`src/rtl/bdm_pkg.sv`:
```
package bdm_pkg;
  localparam int ADDR_W      = 16;
  localparam int DATA_W      = 8;
  localparam int RAM_BANKS   = 4;
  localparam int ROM_BANKS   = 4;
  localparam int RAM_BANK_W  = $clog2(RAM_BANKS);
  localparam int ROM_BANK_W  = $clog2(ROM_BANKS);
  localparam int RAM_SEL_LSB = 10;
  localparam int ROM_SEL_LSB = 12;
  localparam int IO_SEL_BIT  = 2;
  localparam int LO_W        = ADDR_W - DATA_W;

  typedef enum logic [1:0] {
    RGN_NONE = 2'd0,
    RGN_RAM  = 2'd1,
    RGN_ROM  = 2'd2,
    RGN_IO   = 2'd3
  } region_e;

  // Map an address to its region; the top nibble carries the whole decision.
  function automatic region_e region_of(input logic [ADDR_W-1:0] a, input bit full);
    logic [3:0] nib;
    nib = a[ADDR_W-1 -: 4];
    if (nib[3:2] == 2'b11)                     return RGN_ROM;
    else if (nib == 4'h8)                      return RGN_IO;
    else if (full ? (nib == 4'h0) : !nib[3])   return RGN_RAM;
    else                                       return RGN_NONE;
  endfunction

  function automatic logic [RAM_BANK_W-1:0] ram_bank_of(input logic [ADDR_W-1:0] a);
    return a[RAM_SEL_LSB +: RAM_BANK_W];
  endfunction

  function automatic logic [ROM_BANK_W-1:0] rom_bank_of(input logic [ADDR_W-1:0] a);
    return a[ROM_SEL_LSB +: ROM_BANK_W];
  endfunction
endpackage

```
`src/rtl/bdm_addr_latch.sv`:
```
module bdm_addr_latch
  import bdm_pkg::*;
(
  input  logic              clk,
  input  logic              rst_n,
  input  logic              as_strobe,
  input  logic [DATA_W-1:0] lo_in,
  input  logic [LO_W-1:0]   hi_in,
  output logic [ADDR_W-1:0] addr
);
  logic [DATA_W-1:0] held_q;
  logic [DATA_W-1:0] lo_now;

  always_ff @(posedge clk or negedge rst_n) begin
    if (!rst_n)         held_q <= '0;
    else if (as_strobe) held_q <= lo_in;
  end

  // Transparent while the strobe is high, held afterwards.
  assign lo_now = as_strobe ? lo_in : held_q;
  assign addr   = {hi_in, lo_now};
endmodule

```
`src/rtl/bdm_bank_select.sv`:
```
module bdm_bank_select #(
  parameter int N = 4
) (
  input  logic                                en,
  input  logic [((N > 1) ? $clog2(N) : 1)-1:0] idx,
  output logic [N-1:0]                        sel
);
  localparam int IW = (N > 1) ? $clog2(N) : 1;

  for (genvar g = 0; g < N; g++) begin : g_sel
    assign sel[g] = en && (idx == IW'(g));
  end
endmodule

```
`src/rtl/bdm_mem_decode.sv`:
```
module bdm_mem_decode
  import bdm_pkg::*;
#(
  parameter bit FULL_RAM_DECODE = 1'b1
) (
  input  logic                 e_phase,
  input  logic                 rw,
  input  logic [ADDR_W-1:0]    addr,
  output logic [RAM_BANKS-1:0] ram_cs,
  output logic                 ram_we,
  output logic [ROM_BANKS-1:0] rom_cs,
  output logic                 rom_oe,
  output logic                 io_wr_hit,
  output logic                 io_rd_hit
);
  region_e                rgn;
  logic                   ram_en;
  logic                   rom_en;
  logic [RAM_BANK_W-1:0]  ram_idx;
  logic [ROM_BANK_W-1:0]  rom_idx;

  assign rgn     = region_of(addr, FULL_RAM_DECODE);
  assign ram_en  = e_phase && (rgn == RGN_RAM);
  assign rom_en  = e_phase && (rgn == RGN_ROM);
  assign ram_idx = ram_bank_of(addr);
  assign rom_idx = rom_bank_of(addr);

  bdm_bank_select #(.N(RAM_BANKS)) u_ram_sel (
    .en  (ram_en),
    .idx (ram_idx),
    .sel (ram_cs)
  );

  bdm_bank_select #(.N(ROM_BANKS)) u_rom_sel (
    .en  (rom_en),
    .idx (rom_idx),
    .sel (rom_cs)
  );

  assign ram_we    = ram_en && !rw;
  assign rom_oe    = rom_en && rw;
  assign io_wr_hit = (rgn == RGN_IO) && !addr[IO_SEL_BIT] && !rw;
  assign io_rd_hit = e_phase && (rgn == RGN_IO) && addr[IO_SEL_BIT] && rw;
endmodule

```
`src/rtl/bdm_io_port.sv`:
```
module bdm_io_port
  import bdm_pkg::*;
(
  input  logic              clk,
  input  logic              rst_n,
  input  logic              e_phase,
  input  logic [DATA_W-1:0] ad_in,
  input  logic [DATA_W-1:0] ext_in,
  input  logic              wr_hit,
  input  logic              rd_hit,
  output logic              e_fall,
  output logic [DATA_W-1:0] out_port,
  output logic [DATA_W-1:0] ad_out,
  output logic              ad_oe
);
  logic              e_q;
  logic              wr_q;
  logic [DATA_W-1:0] data_q;
  logic [DATA_W-1:0] out_q;

  assign e_fall = e_q && !e_phase;

  always_ff @(posedge clk or negedge rst_n) begin
    if (!rst_n) begin
      e_q    <= 1'b0;
      wr_q   <= 1'b0;
      data_q <= '0;
      out_q  <= '0;
    end else begin
      e_q <= e_phase;
      if (e_phase) begin
        data_q <= ad_in;
        wr_q   <= wr_hit;
      end
      if (e_fall && wr_q) out_q <= data_q;
    end
  end

  assign out_port = out_q;
  assign ad_oe    = rd_hit;
  assign ad_out   = rd_hit ? ext_in : '0;
endmodule

```
`src/rtl/bus_demux_decoder.sv`:
```
module bus_demux_decoder
  import bdm_pkg::*;
#(
  parameter bit FULL_RAM_DECODE = 1'b1
) (
  input  logic                 clk,
  input  logic                 rst_n,
  input  logic                 as_strobe,
  input  logic                 e_phase,
  input  logic                 rw,
  input  logic [LO_W-1:0]      addr_hi,
  input  logic [DATA_W-1:0]    ad_in,
  input  logic [DATA_W-1:0]    ext_in,
  output logic [ADDR_W-1:0]    addr,
  output logic [RAM_BANKS-1:0] ram_cs,
  output logic                 ram_we,
  output logic [ROM_BANKS-1:0] rom_cs,
  output logic                 rom_oe,
  output logic [DATA_W-1:0]    out_port,
  output logic [DATA_W-1:0]    ad_out,
  output logic                 ad_oe
);
  logic io_wr_hit;
  logic io_rd_hit;
  logic e_fall;

  bdm_addr_latch u_latch (
    .clk       (clk),
    .rst_n     (rst_n),
    .as_strobe (as_strobe),
    .lo_in     (ad_in),
    .hi_in     (addr_hi),
    .addr      (addr)
  );

  bdm_mem_decode #(.FULL_RAM_DECODE(FULL_RAM_DECODE)) u_dec (
    .e_phase   (e_phase),
    .rw        (rw),
    .addr      (addr),
    .ram_cs    (ram_cs),
    .ram_we    (ram_we),
    .rom_cs    (rom_cs),
    .rom_oe    (rom_oe),
    .io_wr_hit (io_wr_hit),
    .io_rd_hit (io_rd_hit)
  );

  bdm_io_port u_io (
    .clk      (clk),
    .rst_n    (rst_n),
    .e_phase  (e_phase),
    .ad_in    (ad_in),
    .ext_in   (ext_in),
    .wr_hit   (io_wr_hit),
    .rd_hit   (io_rd_hit),
    .e_fall   (e_fall),
    .out_port (out_port),
    .ad_out   (ad_out),
    .ad_oe    (ad_oe)
  );
endmodule

```
`config.mk`:
```
export PLATFORM = sky130hd
export DESIGN_NAME = bus_demux_decoder
export DESIGN_NICKNAME = d
export VERILOG_FILES = /design/src/rtl/bdm_pkg.sv /design/src/rtl/bdm_addr_latch.sv /design/src/rtl/bdm_bank_select.sv /design/src/rtl/bdm_mem_decode.sv /design/src/rtl/bdm_io_port.sv /design/src/rtl/bus_demux_decoder.sv
export SDC_FILE = /design/constraint.sdc
export NUM_CORES = 1
export LEC_CHECK = 0
export ABC_CLOCK_PERIOD_IN_PS = 2100
export CORE_UTILIZATION = 40
export DETAILED_ROUTE_END_ITERATION = 10
export PLACE_DENSITY = 0.85
export SETUP_SLACK_MARGIN = 0.5
export SLEW_MARGIN = 10
export SYNTH_ARGS = -nofsm -noshare
export SYNTH_HDL_FRONTEND = slang
export SYNTH_SLANG_ARGS = --single-unit
```
`constraint.sdc`:
```
create_clock -name clk -period 2.1 [get_ports clk]
set_input_delay 0.42 -clock clk [delete_from_list [all_inputs] [get_ports clk]]
set_output_delay 0.42 -clock clk [all_outputs]
set_load 0.01 [all_outputs]
```
Word level (Yosys, flattened, before mapping)
Index checks and enable logic that the tools add are counted.
Storage, ports and cells
  logic and storage cells: 46
  memory bits (read-only): 0
  memories: 0
  bits of input ports: 29
  bits in registers: 26
  output and inout bits: 43
  bits in writable memories: 0
  bits in latches: 0
Operators by class
  shifts and indexed selects: 0
  add/sub/neg operators: 0
  order comparisons: 0
  div/mod/pow operators: 0
  muxes and demuxes: 5
  equal/unequal tests: 11
  bitwise gates (word level): 0
  reduce and logical (&&, ||, !) cells: 25
  multiply operators: 0
Operator list (count)
  $logic_and A1 B1 Y1: 19
  $mux W8: 2
  $eq A2 B2 Y1 const B: 7
  $eq A2 B1 Y1 const B: 3
  $eq A4 B4 Y1 const B: 1
  $logic_not A2 Y1: 2
  $logic_not A4 Y1: 1
  $mux W2: 2
  $logic_not A1 Y1: 3
  $mux W1: 1

Logic depth before layout (Yosys ltp)
  depth after elaboration: 9
  depth in mapped cells: 5
  depth with buffers taken out: 3

Modules after synthesis
Synthesis repeated with hierarchy kept, for this count alone.
Second synthesis, totals
  cells, all modules: 89
  area, all modules: 1286.2 µm²
Modules (own cells, without submodules)
  bdm_io_port: area each 733.2 µm², times used 1, sequential area each 450.4 µm², cells an instance 47
  bdm_addr_latch: area each 391.6 µm², times used 1, sequential area each 200.2 µm², cells an instance 25
  bdm_mem_decode: area each 86.3 µm², times used 1, sequential area each 0.0 µm², cells an instance 9
  bdm_bank_select: area each 37.5 µm², times used 2, sequential area each 0.0 µm², cells an instance 4

Worst setup path after synthesis
No wires, ideal clock.
  path type: in2out
  start: in as_strobe
  end: out ad_out[0]
  required time: 1.680 ns
  path buffers: 2
  arrival time: 1.350 ns
  slack: 0.330 ns
  cell stages on the path: 5
  cell sequence: buf_6 -> mux2_4 -> and4_1 -> buf_6 -> and2_4
On the way
  longest elaborated chain between the ends: 4
RTL lines
  start, declared: line bus_demux_decoder.sv:8  | input logic as_strobe,
  $mux W8
  net addr[2]: line bus_demux_decoder.sv:14  | output logic [ADDR_W-1:0] addr,
  $logic_and A1 B1 Y1 (2 in a row): line bdm_mem_decode.sv:43  | assign io_rd_hit = e_phase && (rgn == RGN_IO) && addr[IO_SEL_BIT] && rw;
  net ad_oe: line bus_demux_decoder.sv:21  | output logic ad_oe
  $mux W8: line bdm_io_port.sv:41  | assign ad_out = rd_hit ? ext_in : '0;
  end, declared: line bus_demux_decoder.sv:20  | output logic [DATA_W-1:0] ad_out,
The timed path passes the listed nets, and every way through them passes these cells.

Final worst setup path
  start: reg u_latch.held_q[2]
  end: out ad_out[0]
On the way
  longest elaborated chain between the ends: 4
RTL lines
  start, declared: line bdm_addr_latch.sv:11  | logic [DATA_W-1:0] held_q;
  start signal, assigned: line bdm_addr_latch.sv:16  | else if (as_strobe) held_q <= lo_in;
  $mux W8
  $logic_and A1 B1 Y1 (2 in a row): line bdm_mem_decode.sv:43
  $mux W8: line bdm_io_port.sv:41
Every way passes these cells.

==> summary.md <==
| Metric | Value |
|---|---|
| RSZ-0062 raised after global routing | `yes` |
| Max VDD drop | `0.000697 V` |
| # rows | `19` |
| Final worst slack | `0.00201 ns` |
| Int Power | `931 uW` |
| Chip Width | `57.3 um` |
| Place WS | `-0.640 ns` |
| Max-slew headroom | `a little under 80%` |
| Post-synthesis instance total | `91` |
| CP startpoint kind | `register` |
| Failing checks | `DRC` |
| Initial Utilization | `43.3%` |
| Initial antenna violation count | `0` |
| GPL Wtd Cong | `0.736` |
| Fmax | `between 400 and 500 MHz` |
| CP Class | `reg2out` |
| R2r setup slk | `0.79 ns` |
| FF+latch count, synth | `26` |
| # clock sinks | `26` |
| Mean post-synth cell area | `~13 um^2` |
| Die ar. | `0.00328 mm^2` |
| GR Overflow Total | `0` |
| Area growth syn-to-layout | `74.7%` |
| Kind of end point of the critical path | `primary output` |
| Via Count | `1043` |
| Final Hold Viols | `0` |
| Layout cells sized above 1 | `58.8%` |
| Final total power | `between 1 and 1.5 mW` |
| Seq pwr share | `47.3%` |
| Slew Viols, Final | `0` |
| First-pass DRT Iterations | `6` |
| Seq/Total Area, Yosys | `53.2%` |
| Synth top area cells | `dfrtp_1 (53%), mux2_2 (21%), and2_4 (5.7%)` |
| CTS root buf | `clkbuf_4` |
| Mapped Area | `0.00122 mm^2` |
| Clock Latency Late Sink | `0.32 ns` |
| Initial drt markers | `42` |
| Port Buffers | `67` |
| CP max stage delay | `0.40 ns` |
| Drt drc | `10` |
| Sw Share | `24.0%` |
| Ports | `72` |
| Synth Net Count | `120` |
| Worst hold start | `e_phase` |
| Worst-path cell chain | `mux2_4 > and4_4 > buf_6 > buf_6 > and2_4 > buf_6` |
| Critical path origin | `u_latch.held_q[2]$_DFF_PN0_` |
| Worst hold path class | `in2reg` |
| Tot GR Track Use | `a little over a fifth` |
| Finish-stage setup viols | `0` |
| Top-area cell type share of the netlist area | `53.2%` |
| Clock power share | `between 20% and 30%` |
| Most common cell after layout, fill and taps aside | `buf_6` |
| PwrDens | `573 mW/mm^2` |
| Psw | `294 uW` |
| Diodes inserted | `0` |
| Avg Vias per Cell | `about 5` |
| Yosys cell types | `20` |
| Period utilization | `99.9%` |
| Reg-to-Reg Start | `u_latch.held_q[2]$_DFF_PN0_` |
| Antenna Nets Post-Route | `0` |
| Core footprint | `0.00283 mm^2` |
| Reg clk slew, reported paths | `0.14 ns` |
| CTS tree | `done` |
| Final net count | `207` |
| CTS max path bufs | `2` |
| Critical path's slowest cell | `dfrtp_1` |
| Layout Skew | `0.00500 ns` |
| Die Y | `about 57 um` |
| Commonest non-fill, non-tap cells in the layout | `buf_6 (30), dfrtp_1 (26), dlygate4sd2_1 (23)` |
| Critical Path Fanout Max | `3` |
| Number of max-cap violations | `0` |
| CP bufs+invs | `3` |
| Leak pwr | `1.09 nW` |
| Status | `finished, violations left` |
| Synth area leader | `dfrtp_1` |
| Final min period | `2.10 ns` |
| Synth Warn # | `0` |
| Final WL | `3460 um` |
| Largest net degree at the start of global routing | `27` |
| Data required time of the worst path | `~1.7 ns` |
| Post-DP HPWL | `2300 um` |
| Slew @ Worst Pin | `0.313 ns` |
| Vias in the first global route | `1149` |
| H-tree depth | `1` |
| Cell mode on critical path | `buf_6` |
| First-pass GRT wire length | `5420 um` |
| Wire length per cell | `16.6 um` |
| Number of buffers created by CTS | `3` |
| Crit path DAT | `~1.7 ns` |
| Family with the most delay on the worst path | `flip-flops` |
| Logic pwr share | `24.6%` |
## state kept, by name, indices dropped and copies added (netlist names)
register / cells
u_io.wr_q: 1
u_io.e_q: 1
u_io.out_port: 8
u_io.data_q: 8
u_latch.held_q: 8
## worst paths after layout
kind	endpoint	cells past startpoint
setup reg to reg	u_io.wr_q$_DFFE_PN0P_	4
max in group asynchronous	u_io.data_q[3]$_DFFE_PN0P_	2
min in group asynchronous	u_latch.held_q[6]$_DFF_PN0_	2
hold / removal	u_io.e_q$_DFF_PN0_	2
hold reg to reg	u_latch.held_q[3]$_DFF_PN0_	1
setup / recovery	ad_out[0]	6
## final cells by class
class	instances	area [um^2]
Inverter	3	11.3
Clock inverter	1	30.0
Fill cell	198	691
Clock buffer	3	22.5
Sequential cell	26	651
Tap cell	31	38.8
Multi-Input combinational cell	52	542
Timing Repair Buffer	92	843
## per-layer routing
layer,wire length [um],vias up,track usage (%)
li1,-,480,-
met1,1360,501,25.2
met2,1800,58,41.5
met3,278,4,3.17
met4,22,0,6.97
met5,0,-,0
## logic make-up after synthesis
| logic type | Yosys count | share of synthesized area (%) |
|---|---|---|
| AO/OA/AOI/OAI | 1 | 0.716 |
| buffers and inverters | 14 | 8.08 |
| flip-flops | 26 | 53.2 |
| multiplexers | 24 | 22.4 |
| AND/OR/NAND/NOR | 26 | 15.6 |
## synth_stat cells, drive strengths merged
library cell and number:
nand2 1, nor2 5, and4b 1, mux2 24, nand2b 1, nand4 2
buf 11, dfrtp 26, nor4b 1, nor3 2, nand3b 1, inv 3
and4 1, nor3b 2, nand3 1, and2 8, o32ai 1
## stage by stage
stage	hold slack [ns]	std cells	setup TNS [ns]	cell area [um^2]	util, %
floorplan	0.124	91	0	1240	-
global placement	0.480	189	-10.60	1940	68.5
detailed placement	0.484	189	-11.42	1940	68.5
CTS	0.400	207	0	2110	74.5
global route	0.396	208	-0.0795	2140	75.6
finish	0.405	208	0	2140	75.6
## power groups by stage
stage	sequential (mW)	clock (mW)	combinational, mW
after floorplan	0.595	0	0.102
after global placement	0.585	0	0.285
after detailed placement	0.590	0	0.290
after CTS	0.580	0.344	0.294
after global routing	0.586	0.365	0.322
final	0.580	0.343	0.302
## what timing repair did
| action | CTS | global route |
|---|---|---|
| setup buffers | 13 | 1 |
| gates cloned | 1 | 0 |
| endpoints found under the setup margin | 41 | 23 |
| gates resized for setup | 194 | 8 |
| pin swaps | 7 | 1 |
| hold buffers | 0 | 0 |
| hold endpoints to repair | 0 | 0 |
## worst register-to-register path, cell delays in order, from the launching register on
cell,delay [ns]
dfrtp_1,0.40
mux2_4,0.29
buf_4,0.14
buf_6,0.11
o32ai_1,0.27
Power figures use the tool's default switching activity.
